`src/rtl/phy_seq_pkg.sv`:
```
package phy_seq_pkg;

  // PHY register numbers used by the sequence
  localparam logic [4:0] REG_CTRL     = 5'h00;
  localparam logic [4:0] REG_STAT     = 5'h01;
  localparam logic [4:0] REG_MMD_CTL  = 5'h0D;
  localparam logic [4:0] REG_MMD_DATA = 5'h0E;
  localparam logic [4:0] REG_VSTAT    = 5'h1F;

  // Write values
  localparam logic [15:0] CTRL_SOFT_RST = 16'h8000;
  localparam logic [15:0] CTRL_AUTONEG  = 16'h3200;
  localparam logic [15:0] MMD_SEL_ADDR  = 16'h0003;
  localparam logic [15:0] MMD_SEL_DATA  = 16'h4003;

  // Bit positions inspected in read data
  localparam int CTRL_RST_BIT    = 15;
  localparam int STAT_AN_OK_BIT  = 5;
  localparam int STAT_LINK_BIT   = 2;
  localparam int VSTAT_AN_OK_BIT = 12;
  localparam logic [2:0] MODE_100_FULL = 3'b110;

  typedef enum logic [3:0] {
    ST_IDLE,
    ST_RST_WR,
    ST_RST_RD,
    ST_MMD_CTL_A,
    ST_MMD_ADDR,
    ST_MMD_CTL_D,
    ST_MMD_DATA,
    ST_AN_EN,
    ST_POLL_WAIT,
    ST_RD_STAT,
    ST_RD_VSTAT,
    ST_FAULT
  } seq_state_e;

  typedef struct packed {
    logic        write;
    logic [4:0]  regno;
    logic [15:0] wdata;
  } acc_cmd_t;

endpackage

```
`src/rtl/phy_seq_timer.sv`:
```
module phy_seq_timer #(
  parameter int LIMIT = 16
) (
  input  logic clk,
  input  logic rst,
  input  logic clear_i,
  output logic expired_o
);
  localparam int W = $clog2(LIMIT + 1);
  localparam logic [W-1:0] LIM = W'(LIMIT);

  logic [W-1:0] cnt_q;

  always_ff @(posedge clk) begin
    if (rst || clear_i) begin
      cnt_q <= '0;
    end else if (cnt_q != LIM) begin
      cnt_q <= cnt_q + 1'b1;
    end
  end

  assign expired_o = (cnt_q == LIM);
endmodule

```
`src/rtl/phy_seq_access.sv`:
```
module phy_seq_access
  import phy_seq_pkg::*;
(
  input  logic        clk,
  input  logic        rst,
  input  logic        issue_i,
  input  acc_cmd_t    cmd_i,
  output logic        req_valid_o,
  output logic        req_write_o,
  output logic [4:0]  req_reg_o,
  output logic [15:0] req_wdata_o,
  input  logic        req_done_i,
  input  logic [15:0] req_rdata_i,
  output logic        done_o,
  output logic [15:0] rdata_o
);
  always_ff @(posedge clk) begin
    if (rst) begin
      req_valid_o <= 1'b0;
      req_write_o <= 1'b0;
      req_reg_o   <= '0;
      req_wdata_o <= '0;
      done_o      <= 1'b0;
      rdata_o     <= '0;
    end else begin
      done_o <= 1'b0;
      if (req_valid_o && req_done_i) begin
        req_valid_o <= 1'b0;
        done_o      <= 1'b1;
        rdata_o     <= req_rdata_i;
      end else if (issue_i && !req_valid_o) begin
        req_valid_o <= 1'b1;
        req_write_o <= cmd_i.write;
        req_reg_o   <= cmd_i.regno;
        req_wdata_o <= cmd_i.wdata;
      end
    end
  end
endmodule

```
`src/rtl/phy_seq_link_qual.sv`:
```
module phy_seq_link_qual
  import phy_seq_pkg::*;
(
  input  logic       clk,
  input  logic       rst,
  input  logic       clear_i,
  input  logic       update_i,
  input  logic       stat_an_ok_i,
  input  logic       stat_link_i,
  input  logic       vstat_an_ok_i,
  input  logic [2:0] vstat_mode_i,
  output logic       link_up_o
);
  logic qualified;

  assign qualified = stat_an_ok_i && stat_link_i && vstat_an_ok_i &&
                     (vstat_mode_i == MODE_100_FULL);

  always_ff @(posedge clk) begin
    if (rst || clear_i) begin
      link_up_o <= 1'b0;
    end else if (update_i) begin
      link_up_o <= qualified;
    end
  end
endmodule

```
`src/rtl/phy_bringup_seq.sv`:
```
module phy_bringup_seq
  import phy_seq_pkg::*;
#(
  parameter int          POLL_INTERVAL = 100000,
  parameter int          RESET_TIMEOUT = 1000000,
  parameter logic [15:0] EXT_ADDR      = 16'h8010,
  parameter logic [15:0] EXT_DATA      = 16'h0000
) (
  input  logic        clk,
  input  logic        rst,
  input  logic        start_i,
  output logic        req_valid_o,
  output logic        req_write_o,
  output logic [4:0]  req_reg_o,
  output logic [15:0] req_wdata_o,
  input  logic        req_done_i,
  input  logic [15:0] req_rdata_i,
  output logic        link_up_o,
  output logic        fault_o
);
  seq_state_e  state_q;
  logic        pend_q;
  logic        fault_q;
  logic [1:0]  stat_bits_q;   // {auto-neg done, link} from register 0x01
  acc_cmd_t    cmd;
  logic        is_access;
  logic        acc_issue;
  logic        acc_done;
  logic [15:0] acc_rdata;
  logic        poll_exp;
  logic        rst_exp;
  logic        start_ok;
  logic        rst_busy;
  logic        go_fault;
  logic        link_upd;
  logic        link_clr;
  logic        unused_rdata;

  assign unused_rdata = ^{acc_rdata[14:13], acc_rdata[11:6], acc_rdata[1:0]};

  // Command for each access step
  always_comb begin
    cmd = '{write: 1'b0, regno: REG_CTRL, wdata: 16'h0000};
    is_access = 1'b1;
    case (state_q)
      ST_RST_WR:    cmd = '{write: 1'b1, regno: REG_CTRL,     wdata: CTRL_SOFT_RST};
      ST_RST_RD:    cmd = '{write: 1'b0, regno: REG_CTRL,     wdata: 16'h0000};
      ST_MMD_CTL_A: cmd = '{write: 1'b1, regno: REG_MMD_CTL,  wdata: MMD_SEL_ADDR};
      ST_MMD_ADDR:  cmd = '{write: 1'b1, regno: REG_MMD_DATA, wdata: EXT_ADDR};
      ST_MMD_CTL_D: cmd = '{write: 1'b1, regno: REG_MMD_CTL,  wdata: MMD_SEL_DATA};
      ST_MMD_DATA:  cmd = '{write: 1'b1, regno: REG_MMD_DATA, wdata: EXT_DATA};
      ST_AN_EN:     cmd = '{write: 1'b1, regno: REG_CTRL,     wdata: CTRL_AUTONEG};
      ST_RD_STAT:   cmd = '{write: 1'b0, regno: REG_STAT,     wdata: 16'h0000};
      ST_RD_VSTAT:  cmd = '{write: 1'b0, regno: REG_VSTAT,    wdata: 16'h0000};
      default:      is_access = 1'b0;
    endcase
  end

  assign acc_issue = is_access && !pend_q;
  assign start_ok  = start_i && (state_q == ST_IDLE || state_q == ST_FAULT);
  assign rst_busy  = acc_rdata[CTRL_RST_BIT];
  assign go_fault  = (state_q == ST_RST_RD) && acc_done && rst_busy && rst_exp;
  assign link_upd  = (state_q == ST_RD_VSTAT) && acc_done;
  assign link_clr  = start_ok || go_fault;

  phy_seq_access u_access (
    .clk         (clk),
    .rst         (rst),
    .issue_i     (acc_issue),
    .cmd_i       (cmd),
    .req_valid_o (req_valid_o),
    .req_write_o (req_write_o),
    .req_reg_o   (req_reg_o),
    .req_wdata_o (req_wdata_o),
    .req_done_i  (req_done_i),
    .req_rdata_i (req_rdata_i),
    .done_o      (acc_done),
    .rdata_o     (acc_rdata)
  );

  phy_seq_timer #(.LIMIT(POLL_INTERVAL)) u_poll_tmr (
    .clk       (clk),
    .rst       (rst),
    .clear_i   (state_q != ST_POLL_WAIT),
    .expired_o (poll_exp)
  );

  phy_seq_timer #(.LIMIT(RESET_TIMEOUT)) u_rst_tmr (
    .clk       (clk),
    .rst       (rst),
    .clear_i   (state_q != ST_RST_RD),
    .expired_o (rst_exp)
  );

  phy_seq_link_qual u_link (
    .clk           (clk),
    .rst           (rst),
    .clear_i       (link_clr),
    .update_i      (link_upd),
    .stat_an_ok_i  (stat_bits_q[1]),
    .stat_link_i   (stat_bits_q[0]),
    .vstat_an_ok_i (acc_rdata[VSTAT_AN_OK_BIT]),
    .vstat_mode_i  (acc_rdata[4:2]),
    .link_up_o     (link_up_o)
  );

  always_ff @(posedge clk) begin
    if (rst) begin
      state_q     <= ST_IDLE;
      pend_q      <= 1'b0;
      fault_q     <= 1'b0;
      stat_bits_q <= '0;
    end else begin
      if (acc_issue) pend_q <= 1'b1;
      if (acc_done)  pend_q <= 1'b0;
      case (state_q)
        ST_IDLE, ST_FAULT: begin
          if (start_ok) begin
            state_q <= ST_RST_WR;
            fault_q <= 1'b0;
          end
        end
        ST_POLL_WAIT: if (poll_exp) state_q <= ST_RD_STAT;
        ST_RST_WR:    if (acc_done) state_q <= ST_RST_RD;
        ST_RST_RD: begin
          if (acc_done) begin
            if (!rst_busy) begin
              state_q <= ST_MMD_CTL_A;
            end else if (rst_exp) begin
              state_q <= ST_FAULT;
              fault_q <= 1'b1;
            end
          end
        end
        ST_MMD_CTL_A: if (acc_done) state_q <= ST_MMD_ADDR;
        ST_MMD_ADDR:  if (acc_done) state_q <= ST_MMD_CTL_D;
        ST_MMD_CTL_D: if (acc_done) state_q <= ST_MMD_DATA;
        ST_MMD_DATA:  if (acc_done) state_q <= ST_AN_EN;
        ST_AN_EN:     if (acc_done) state_q <= ST_POLL_WAIT;
        ST_RD_STAT: begin
          if (acc_done) begin
            stat_bits_q <= {acc_rdata[STAT_AN_OK_BIT], acc_rdata[STAT_LINK_BIT]};
            state_q     <= ST_RD_VSTAT;
          end
        end
        ST_RD_VSTAT:  if (acc_done) state_q <= ST_POLL_WAIT;
        default:      state_q <= ST_IDLE;
      endcase
    end
  end

  assign fault_o = fault_q;
endmodule

```
`config.mk`:
```
export PLATFORM = sky130hd
export DESIGN_NAME = phy_bringup_seq
export DESIGN_NICKNAME = d
export VERILOG_FILES = /design/src/rtl/phy_seq_pkg.sv /design/src/rtl/phy_seq_timer.sv /design/src/rtl/phy_seq_access.sv /design/src/rtl/phy_seq_link_qual.sv /design/src/rtl/phy_bringup_seq.sv
export SDC_FILE = /design/constraint.sdc
export NUM_CORES = 1
export LEC_CHECK = 0
export ABC_AREA = 1
export BUFFER_PORTS_ARGS = -buffer_cell sky130_fd_sc_hd__buf_2
export CAP_MARGIN = 15
export CORE_ASPECT_RATIO = 0.9
export CORE_MARGIN = 3
export CORE_UTILIZATION = 25
export DETAILED_ROUTE_END_ITERATION = 10
export PLACE_DENSITY = 0.49
export SLEW_MARGIN = 30
export SYNTH_ARGS = -nofsm -noshare
export SYNTH_HDL_FRONTEND = slang
export SYNTH_SLANG_ARGS = --single-unit
export TNS_END_PERCENT = 30
```
`constraint.sdc`:
```
create_clock -name clk -period 3.6 [get_ports clk]
set_clock_uncertainty 0.15 [all_clocks]
set_input_delay 0.72 -clock clk [delete_from_list [all_inputs] [get_ports clk]]
set_output_delay 0.72 -clock clk [all_outputs]
set_load 0.01 [all_outputs]
```
-- After elaboration in Yosys (flattened, before gate mapping)
Index checks and enable logic that the tools add are counted.
- div/mod/pow operators: 0
- $add $sub $neg: 2
- multipliers: 0
- $lt $le $gt $ge: 0
- shift-type cells: 0
- equality and inequality tests: 31
- mux-type cells: 21
- bitwise logic cells: 1
- reductions and logical operators: 29
- operators with widths (cell ; number):
    22-bit one-hot mux with 8 select lines ; 1
    4-bit 2-to-1 mux ; 12
    4-bit one-hot mux with 10 select lines ; 1
    20-bit by 1-bit adder with 20-bit output (second input constant) ; 1
    20-bit equality test (second input constant) ; 1
    20-bit != test (second input constant) ; 1
    2-bit by 1-bit != test with 1-bit output (second input constant) ; 9
    17-bit by 1-bit adder with 17-bit output (second input constant) ; 1
    17-bit equality test (second input constant) ; 1
    17-bit != test (second input constant) ; 1
    4-bit by 3-bit equality test with 1-bit output (second input constant) ; 4
    4-bit equality test (second input constant) ; 4
    1-bit logical AND ; 11
    11-bit AND reduction ; 1
    9-bit OR reduction ; 1
    4-bit by 2-bit equality test with 1-bit output (second input constant) ; 2
    2-bit OR reduction ; 4
    1-bit 2-to-1 mux ; 6
    2-bit != test (second input constant) ; 3
    1-bit logical OR ; 5
    5-bit AND reduction ; 1
    4-bit by 1-bit equality test with 1-bit output (second input constant) ; 1
    4-bit logical NOT ; 1
    4-bit by 2-bit != test with 1-bit output (second input constant) ; 1
    other kinds (8) ; 10
- logic and storage cells: 97
- register bits: 86
- memories: 0
- ROM bits: 0
- memory bits (writable): 0
- input bits: 20
- latch bits: 0

-- Longest topological paths before layout
Gate-level depths: netlist of the first run.
- depth after elaboration: 6
- mapped depth: 12
- gate-level depth less buffers: 12

-- Hierarchy
A second synthesis of the first run with hierarchy kept.
- cell total of the unflattened synthesis: 686
- area total of the unflattened synthesis: 4424.2 µm²
- modules (own cells, without submodules) (module ; times used ; cells each ; area each (µm²)):
    phy_seq_access ; 1 ; 218 ; 1546.5
    phy_seq_timer (u_rst_tmr) ; 1 ; 182 ; 1159.9
    phy_seq_timer (u_poll_tmr) ; 1 ; 172 ; 1036.0
    phy_bringup_seq ; 1 ; 103 ; 616.8
    phy_seq_link_qual ; 1 ; 11 ; 65.1

-- Worst setup path before layout of the first run
OpenSTA, ideal clock, no wires.
- path kind: reg-to-reg
- from: register u_poll_tmr.cnt_q[0]
- to: register state_q[0]
- path slack: 2068 ps
- arrival time: 1269 ps
- required time: 3337 ps
- stages on the path, launching flop included: 12
- buffers on the path: 0
- setup time: 113 ps
- path through: dfxtp_1 inv_1 ha_1 nand2_1 inv_1 nand2_1 nor2_1 nand3_1 nand2_1 nand3_2 nor2_1 nor2_1
- longest elaborated chain between the ends: 3
- RTL lines (what ; RTL line ; RTL):
    start, declared ; phy_seq_timer.sv:12 ; logic [W-1:0] cnt_q;
    start signal, assigned ; phy_seq_timer.sv:18 ; cnt_q <= cnt_q + 1'b1;
    17-bit equality test ; phy_seq_timer.sv:22 ; assign expired_o = (cnt_q == LIM);
    2-bit != test (no source line) ; n/a ;
    11-bit AND reduction (no source line) ; n/a ;
    end signal, assigned ; phy_bringup_seq.sv:109 ; state_q <= ST_IDLE;
    end signal, assigned ; phy_bringup_seq.sv:119 ; state_q <= ST_RST_WR;
    end signal, assigned ; phy_bringup_seq.sv:123 ; ST_POLL_WAIT: if (poll_exp) state_q <= ST_RD_STAT;
    end, declared ; phy_bringup_seq.sv:21 ; seq_state_e state_q;
Every way passes these cells.
A chain may end at the register's enable or synchronous reset.

-- Worst setup path in the final report of the first run
- from: register state_q[3]
- to: register u_access.req_write_o
- longest elaborated chain between the ends: 6
- elaborated cells between the ends (all ways): 15
- those cells by class: 9 x eq/ne; 2 x mux; 4 x reduce/logical
- RTL lines (what ; RTL line ; RTL):
    4-bit by 2-bit equality test with 1-bit output (tied with other cells) ; phy_bringup_seq.sv:45 ; case (state_q)
    9-bit OR reduction (no source line) ; n/a ;
    1-bit 2-to-1 mux ; phy_bringup_seq.sv:45 ;
    1-bit logical AND ; phy_bringup_seq.sv:59 ; assign acc_issue = is_access && !pend_q;
    1-bit logical AND ; phy_seq_access.sv:31 ; end else if (issue_i && !req_valid_o) begin
    2-bit AND reduction (no source line) ; n/a ;
    end signal, assigned ; phy_seq_access.sv:33 ; req_write_o <= cmd_i.write;
    end, declared ; phy_seq_access.sv:9 ; output logic req_write_o,
Several ways; a longest one is shown, not always the timed one.

==> results.toml, run 1 <==
[setup_path]
reg2reg_slack_ns = 1.70
r2r_cells = 8
rr_endpoint = "u_access.req_write_o"
setup.worst_path.start = "state_q[3]"
critical_path_class = "flip-flop to flip-flop"
critPathArrivalTime_ns = 2.01
worstPathRequired_ns = 3.71
critPathMaxFanout = 11
critPathCapture = "u_access.req_write_o"
cp-end-kind = "flip-flop"
reg2reg_from = "state_q[3]"
start_kind = "flip-flop"

[clocking]
cts_max_level = 3
clkLatencyLatePin_ns = 0.33
cts.path.max_buffers = 2
cts.sinks = 64
clk_pin_slew_ns = 0.05
postCtsSetupBuffers = 0
cts_root_buffer = "clkbuf_16"
cts_made_buffers = 9
cts_resized = 0
cts_tree = "done"
cts_hold_buf = 0

[die]
die_y_um = 114
dieWidth_um = 126
die-area_um2 = 14300
coreArea_um2 = 12400
rows = 38
initial_core_util_pct = 26.1
io_pins = 45

[placed_design]
gp_congestion = 0.799
dpl.hpwl_um = 5290
post-place-ws_ns = 1.70
io_buffers = 26

[job]
cap_viol_max_count = 0

[detailed_routing]
finalWirelength_um = 7160
top_layer = "met4"
vias = 2941
drt_iter0_markers = 146
met1_length_um = 3820
first_pass_iters = 4
wl_met3_um = 246
viasPerCell = 4.40
final_antenna_net_count = 0
route.detailed.drc = 0
met2_length_um = 3040
wl_per_cell_um = 10.7

[logic_synthesis]
synth-edff-count = 0
syn_inst = 477
ys.flop_type = "dfxtp_1"
syn_area_um2 = 3230
postSynth.asyncResetShare_pct = 0
synth_cell_types = 33
seq_area_frac_synth_pct = 39.7
syn_area_per_cell_um2 = 6.77
synth-seq-cells = 64
yosysWarnings = 0

[timing]
setup_ws_ns = 1.70
period_needed_ns = 1.90
fin_crit_sh_pct = 52.7
setup_viol = 0
clock.fmax_ghz = 0.527
hold_viol_final = 0
finalSetupTns_ns = 0
hold_ws_ns = 0.311
slew_violations = 0
rsz0062_at_grt = "no"

[cells_and_area]
antennaDiodeCount = 0
final_nets = 527
nFillCells = 1373
area_growth_pct = 17.0
drive_gt1_share_pct = 12.4

[pwr]
p_leak_nw = 1.51
power_density_nw_per_um2 = 606
power_mw = 2.29
vdd_drop_max_mv = 0.219

[grt]
overflow = 0
grt.total_usage_pct = 10.4
grt_pass1_vias = 2644
grt_max_degree = 17
antenna_found_initial = 0
grt_pass1_wl_um = 12200

[hold_path]
hold_path.class = "flip-flop to flip-flop"

[run_status]
status = "finished, final reports clean"
-- cell families (layout without fill, tap and decap cells) --
group | count (synthesis) | count (layout) | synth area share, %
buf+inv | 88 | 112 | 12.2
fa+ha+maj | 4 | 4 | 1.55
compound gates | 85 | 85 | 13.8
flops | 64 | 64 | 39.7
other cells | 1 | 8 | 0.116
simple gates | 233 | 233 | 32.2
xor+xnor | 2 | 2 | 0.542
-- cells in the mapped netlist, types with 4 or more instances --
| library cell | instances | area, um^2 |
|---|---|---|
| nand2_1 | 107 | 402 |
| dfxtp_1 | 64 | 1280 |
| inv_1 | 63 | 236 |
| nor2_1 | 56 | 210 |
| a21oi_1 | 44 | 220 |
| nand3_1 | 28 | 140 |
| o21ai_0 | 28 | 140 |
| buf_4 | 14 | 105 |
| nor3_1 | 11 | 55.1 |
| nand4_1 | 9 | 56.3 |
| inv_2 | 7 | 26.3 |
| nor2_2 | 5 | 31.3 |
| ha_1 | 4 | 50.1 |
| o21ai_1 | 4 | 20.0 |
-- area by class of cell --
cell class	instances	area, um^2	share of cell area, %
clock buffers	9	225	5.96
clock inverters	7	96.3	2.55
inverters	70	263	6.95
multi-input cells	332	1580	41.9
flip-flops and latches	64	1280	33.9
well taps	160	200	5.30
repair buffers	26	130	3.44
-- critical path, cell delays in order, from the launching register on --
cell     delay, ns
dfxtp_1       0.46
inv_2         0.12
nor2_8        0.15
nand3_2       0.13
nand2_1       0.14
nand3_2       0.22
inv_2         0.22
o21ai_0       0.10
a21oi_1       0.13
-- cells in the final DEF (no fill, tap or decap), drive strengths merged --
cell      netlist  layout
inv            70      70
xor2            2       2
nor2           63      63
nor3           12      12
nor3b           1       1
nor4            3       3
dfxtp          64      64
o21ai          32      32
bufinv          0       2
o21a            1       1
a21oi          44      44
clkinvlp        0       3
conb            1       8
a21boi          1       1
a211oi          2       2
nand2         107     107
nand3          31      31
or2             4       4
nand4           9       9
o211ai          3       3
clkinv          0       2
a31oi           2       2
nand3b          3       3
buf            17      26
ha              4       4
clkbuf          1       9
-- state kept, by name, summed over array words and instances (netlist names) --
signal,flops
u_access.req_write_o,1
fault_o,1
stat_bits_q,2
u_poll_tmr.cnt_q,17
u_access.rdata_o,6
u_access.req_wdata_o,5
u_access.req_reg_o,4
u_access.req_valid_o,1
u_access.done_o,1
u_rst_tmr.cnt_q,20
u_link.link_up_o,1
state_q,4
pend_q,1
-- report_power, final --
part | switching, mW | internal (mW) | total, mW
clock network | 0.322 | 0.605 | 0.927
logic | 0.362 | 0.168 | 0.530
registers | 0.0581 | 0.775 | 0.833
total | 0.742 | 1.55 | 2.29
-- per-stage QoR --
stage	instance area (um^2)	util, %	std cells
5_1_grt	3780	30.6	668
4_1_cts	3780	30.6	668
3_5_place_dp	3460	28.0	652
2_1_floorplan	3260	-	484
3_3_place_gp	3460	28.0	652
6_report	3780	30.6	668
-- how the worst min path moves through the flow --
stage,from,end,cells past startpoint
floorplan,u_access.rdata_o[5],stat_bits_q[1],2
global placement,u_poll_tmr.cnt_q[16],u_poll_tmr.cnt_q[16],1
detailed placement,u_access.req_reg_o[1],u_access.req_reg_o[1],2
CTS,u_access.req_reg_o[1],u_access.req_reg_o[1],2
global route,u_access.req_wdata_o[15],u_access.req_wdata_o[15],2
finish,u_access.req_reg_o[1],u_access.req_reg_o[1],2
-- metal layers --
metal | vias up | global-route usage, %
li1 | 1576 | -
met1 | 1330 | 14.1
met2 | 33 | 15.3
met3 | 2 | 3.56
met4 | 0 | 3.86
met5 | - | 0
Note: power is estimated with default switching activity, not from simulation.
==> run 2: changes to the inputs <==
Clock period 3.6 ns to 1.94 ns, I/O delays scaled along.
==> run 2 against run 1 <==
- via count down 0.51%
- clock power increased by 64%
- sequential share of layout area down 0.21 points
- final cell count grew 1.2%
- flip-flop and latch count stayed put
- sequential power is 85% higher
- hold slack worse by 0.22 ns
- power is 78% higher
- core utilization grew 0.22 points
==> results.toml, run 2 (synthesis results as in run 1) <==
[cells_and_area]
drive_gt1_share_pct = 14.1
area_growth_pct = 17.8
final_cell_mix = "107 x nand2_1, 63 x inv_1, 63 x dfxtp_1"
largestRegisters = "u_rst_tmr.cnt_q x20, u_poll_tmr.cnt_q x17, u_access.rdata_o x6"
top_register = "u_rst_tmr.cnt_q"
antennaDiodeCount = 0
largest_reg_flops = 20
final_nets = 535
final_common_cell = "nand2_1"

[run_status]
status = "finished, final reports clean"

[detailed_routing]
drt_iter0_markers = 161
route.detailed.drc = 0
vias = 2926
viasPerCell = 4.33
final_antenna_net_count = 0
wl_per_cell_um = 10.4
first_pass_iters = 4
finalWirelength_um = 7040

[pwr]
p_int_mw = 2.68
switching_share_pct = 34.1
combPwrFrac_pct = 24.9
power_mw = 4.07
clock_power_share_pct = 37.3
vdd_drop_max_mv = 0.445
power_density_nw_per_um2 = 1070
p_leak_nw = 1.53
p_sw_mw = 1.39
seqPwrFrac_pct = 37.8

[setup_path]
critPathCapture = "u_poll_tmr.cnt_q[15]"
reg2reg_from = "u_poll_tmr.cnt_q[2]"
worstPathRequired_ns = 2.01
critical_path_class = "flip-flop to flip-flop"
rr_endpoint = "u_poll_tmr.cnt_q[15]"
critPathArrivalTime_ns = 1.81
reg2reg_slack_ns = 0.20
cp-end-kind = "flip-flop"
setup.worst_path.start = "u_poll_tmr.cnt_q[2]"
r2r_cells = 7
start_kind = "flip-flop"
critPathMaxFanout = 6

[clocking]
cts_tree = "done"
cts.sinks = 64
cts_max_level = 3
clk_pin_slew_ns = 0.06
cts_root_buffer = "clkbuf_16"
postCtsSetupBuffers = 0
clkLatencyLatePin_ns = 0.34
cts.path.max_buffers = 2
cts_hold_buf = 0
cts_made_buffers = 9

[die]
die-area_um2 = 14300
die_y_um = 114
rows = 38
initial_core_util_pct = 26.1
dieWidth_um = 126
io_pins = 45
coreArea_um2 = 12400

[grt]
grt.total_usage_pct = 10.5
grt_max_degree = 17
grt_pass1_wl_um = 12300
grt_pass1_vias = 2662
antenna_found_initial = 0
overflow = 0

[hold_path]
hp-start = "req_rdata_i[2]"
hold_path.class = "primary input to flip-flop"

[placed_design]
io_buffers = 26
dpl.hpwl_um = 5290
gp_congestion = 0.835

[timing]
period_needed_ns = 1.74
setup_viol = 0
hold_viol_final = 0
clock.fmax_ghz = 0.575
rsz0062_at_grt = "no"
finalSetupTns_ns = 0
fin_crit_sh_pct = 89.7
slew_violations = 0

[job]
cap_viol_max_count = 0
[run 2: cell types whose count changed in the layout (fill, tap and decap cells not counted)]
cell	before	now
buf_4	0	8
bufinv_16	2	0
clkbuf_8	0	1
clkinv_4	1	0
clkinvlp_4	3	4
dfxtp_1	64	63
dfxtp_2	0	1
inv_6	0	1
nand3_1	28	27
nand3_2	3	4
[run 2: worst max-delay path, cell delays in order, from the launching register on]
cell	delay (ns)
dfxtp_1	0.42
nand3_1	0.14
nor2_1	0.20
nand3_1	0.17
nor2_1	0.25
nand2_1	0.10
o21ai_0	0.15
a21oi_1	0.05
[run 2: worst min path at each step]
stage | cells past startpoint | slack [ns] | to
after detailed placement | 2 | 0.30 | u_access.req_reg_o[4]
final | 3 | 0.09 | u_access.rdata_o[2]
after floorplan | 2 | 0.27 | stat_bits_q[1]
after CTS | 3 | 0.07 | u_access.rdata_o[2]
after global routing | 3 | 0.09 | u_access.rdata_o[12]
after global placement | 1 | 0.29 | u_poll_tmr.cnt_q[16]
[run 2: power groups by stage]
stage	combinational, mW	clock (mW)	sequential (mW)
after floorplan	0.794	0	1.59
after global placement	1.02	0	1.57
after detailed placement	1.03	0	1.57
after CTS	1.03	1.57	1.54
after global routing	1.19	1.64	1.56
final	1.01	1.52	1.54
[run 2: repair_timing]
item | in CTS | in global routing
setup endpoints to repair | 0 | 6
resized for setup | 0 | 2
endpoints found under the hold margin | 0 | 0
[run 2: metal layers]
layer	share of wire, %	vias to the layer above	GRT usage (%)
met5	0	-	0
met1	52	1276	14.0
met2	41	50	15.4
li1	-	1590	-
met4	1.5	0	3.86
met3	5.6	10	4.26
[run 2: area by class of cell]
type	count	area [um^2]
multi-input cells	332	1590
flip-flops and latches	64	1280
repair buffers	34	190
clock inverters	6	43.8
clock buffers	10	239
fillers	1368	8560
well taps	160	200
inverters	70	263
[run 2: through the flow]
stage | hold WS, ns | instance area (um^2) | utilization [%] | setup WS, ns | instances
after floorplan | 0.274 | 3260 | - | 0.408 | 484
after global placement | 0.294 | 3520 | 28.5 | 0.181 | 660
after detailed placement | 0.303 | 3520 | 28.5 | 0.183 | 660
after CTS | 0.0748 | 3800 | 30.7 | 0.153 | 676
after global routing | 0.0882 | 3810 | 30.8 | 0.00917 | 676
final | 0.0897 | 3810 | 30.8 | 0.201 | 676
==> run 3: changes to the inputs <==
Settings changed: CORE_MARGIN 3 to 4, MAX_ROUTING_LAYER set to met4, PLACE_DENSITY 0.49 to 0.4.
==> run 3 against run 2 <==
- global-route usage increased by 0.63 points
- worst setup slack worse by 0.033 ns
- combinational power is 4% higher
- sequential share of layout area decreased by 0.18 points
- hold slack better by 0.010 ns
- core utilization is 0.66 points lower
- fmax decreased by 1.9%
- first-iteration DRC count down 11%
- non-clock buffer count unchanged
- critical path type unchanged
- largest power group is now clock
- highest routed layer unchanged
==> results.toml, run 3 (synthesis results as in run 1) <==
[clocking]
cts.path.max_buffers = 2
cts.sinks = 64
clk_pin_slew_ns = 0.05
cts_made_buffers = 9
cts_root_buffer = "clkbuf_16"
clkLatencyLatePin_ns = 0.32
cts_tree = "done"
cts_max_level = 3

[grt]
overflow = 0
grt_max_degree = 17
antenna_found_initial = 0
grt_pass1_wl_um = 12800
grt.total_usage_pct = 11.2
grt_pass1_vias = 2703

[detailed_routing]
final_antenna_net_count = 0
route.detailed.drc = 0
wl_per_cell_um = 11.1
vias = 2953
first_pass_iters = 4
drt_iter0_markers = 143
finalWirelength_um = 7540
viasPerCell = 4.35

[timing]
clock.fmax_ghz = 0.564
setup_viol = 0
fin_crit_sh_pct = 91.4
slew_violations = 0
hold_viol_final = 0
period_needed_ns = 1.77
finalSetupTns_ns = 0

[die]
dieWidth_um = 128
die-area_um2 = 14800
die_y_um = 116
io_pins = 45
coreArea_um2 = 12700
rows = 39
initial_core_util_pct = 25.5

[cells_and_area]
final_cell_mix = "107 x nand2_1, 64 x dfxtp_1, 63 x inv_1"
top_register = "u_rst_tmr.cnt_q"
area_growth_pct = 18.3
stdcell_area_um2 = 3820
antennaDiodeCount = 0
final_nets = 535
final_common_cell = "nand2_1"
largest_reg_flops = 20
final-instance-count-excl-fill = 679
largestRegisters = "u_rst_tmr.cnt_q x20, u_poll_tmr.cnt_q x17, u_access.rdata_o x6"
drive_gt1_share_pct = 13.6

[placed_design]
gp_congestion = 0.830
dpl.hpwl_um = 5660
place_area_um2 = 3510
dp_cells = 663
io_buffers = 26

[setup_path]
worstPathRequired_ns = 2.04
critPathMaxFanout = 6
reg2reg_slack_ns = 0.17
crit_path_top_delay_cell = "dfxtp_1"
critPathCapture = "u_rst_tmr.cnt_q[18]"
worstPathCellList = "ha_1 -> nand3_1 -> inv_1 -> nand3b_1 -> buf_4 -> nor2_1 -> nand2_1 -> a31oi_1"
setup.worst_path.start = "u_rst_tmr.cnt_q[1]"
start_kind = "flip-flop"
reg2reg_from = "u_rst_tmr.cnt_q[1]"
cpPeakStageDelay_ns = 0.35
critical_path_class = "flip-flop to flip-flop"
rr_endpoint = "u_rst_tmr.cnt_q[18]"
cp-end-kind = "flip-flop"
critPathArrivalTime_ns = 1.88
r2r_cells = 8

[pwr]
vdd_drop_max_mv = 0.402
p_leak_nw = 1.55
power_density_nw_per_um2 = 1090

[run_status]
status = "finished, final reports clean"

[hold_path]
hold_path.class = "primary input to flip-flop"

[job]
cap_viol_max_count = 0
## run 3: layer usage
layer | global-route usage (%) | up-vias | wire length, um
met5 | - | - | 0
met4 | 3.82 | 0 | 85
met3 | 3.18 | 6 | 284
met2 | 16.4 | 42 | 3240
met1 | 14.7 | 1321 | 3930
li1 | - | 1584 | -
## run 3: worst min path at each step
stage	startpoint	end	cells after the start
after global placement	u_access.rdata_o[5]	stat_bits_q[1]	2
after global routing	req_rdata_i[12]	u_access.rdata_o[12]	3
after floorplan	u_access.rdata_o[5]	stat_bits_q[1]	2
after detailed placement	u_access.rdata_o[5]	stat_bits_q[1]	2
after CTS	req_rdata_i[15]	u_access.rdata_o[15]	3
final	req_rdata_i[15]	u_access.rdata_o[15]	3
## run 3: report_power, final
| part | switching, mW | internal (mW) | leakage (nW) | total (mW) |
|---|---|---|---|---|
| logic | 0.693 | 0.353 | 0.882 | 1.05 |
| clock network | 0.559 | 1.01 | 0.145 | 1.57 |
| registers | 0.105 | 1.44 | 0.518 | 1.54 |
| total | 1.36 | 2.81 | 1.55 | 4.16 |
## run 3: worst max-delay path, delay by kind of cell, from the launching register on
kind            cells  cell delay, ns
flops               1            0.35
compound gates      1            0.14
simple gates        4            0.52
buf+inv             2            0.35
fa+ha+maj           1            0.19
## run 3: repair_timing
action | in CTS | in global routing
resized for setup | 0 | 2
setup buffers | 0 | 1
hold buffers | 0 | 0
endpoints found under the setup margin | 0 | 3
## run 3: area by class of cell
cell class	instances	area, um^2
multi-input cells	332	1600
flip-flops and latches	64	1280
clock buffers	11	243
well taps	164	205
clock inverters	4	45.0
fillers	1421	8860
inverters	70	263
repair buffers	34	190
## run 3: metrics by stage
step | setup WS [ns] | util, % | power (mW) | hold slack (ns)
after floorplan | 0.408 | - | 2.38 | 0.274
after global placement | 0.117 | 27.7 | 2.62 | 0.290
after detailed placement | 0.124 | 27.7 | 2.61 | 0.294
after CTS | 0.110 | 30.0 | 4.24 | 0.0836
after global routing | -0.00674 | 30.1 | 4.48 | 0.0964
final | 0.168 | 30.1 | 4.16 | 0.100
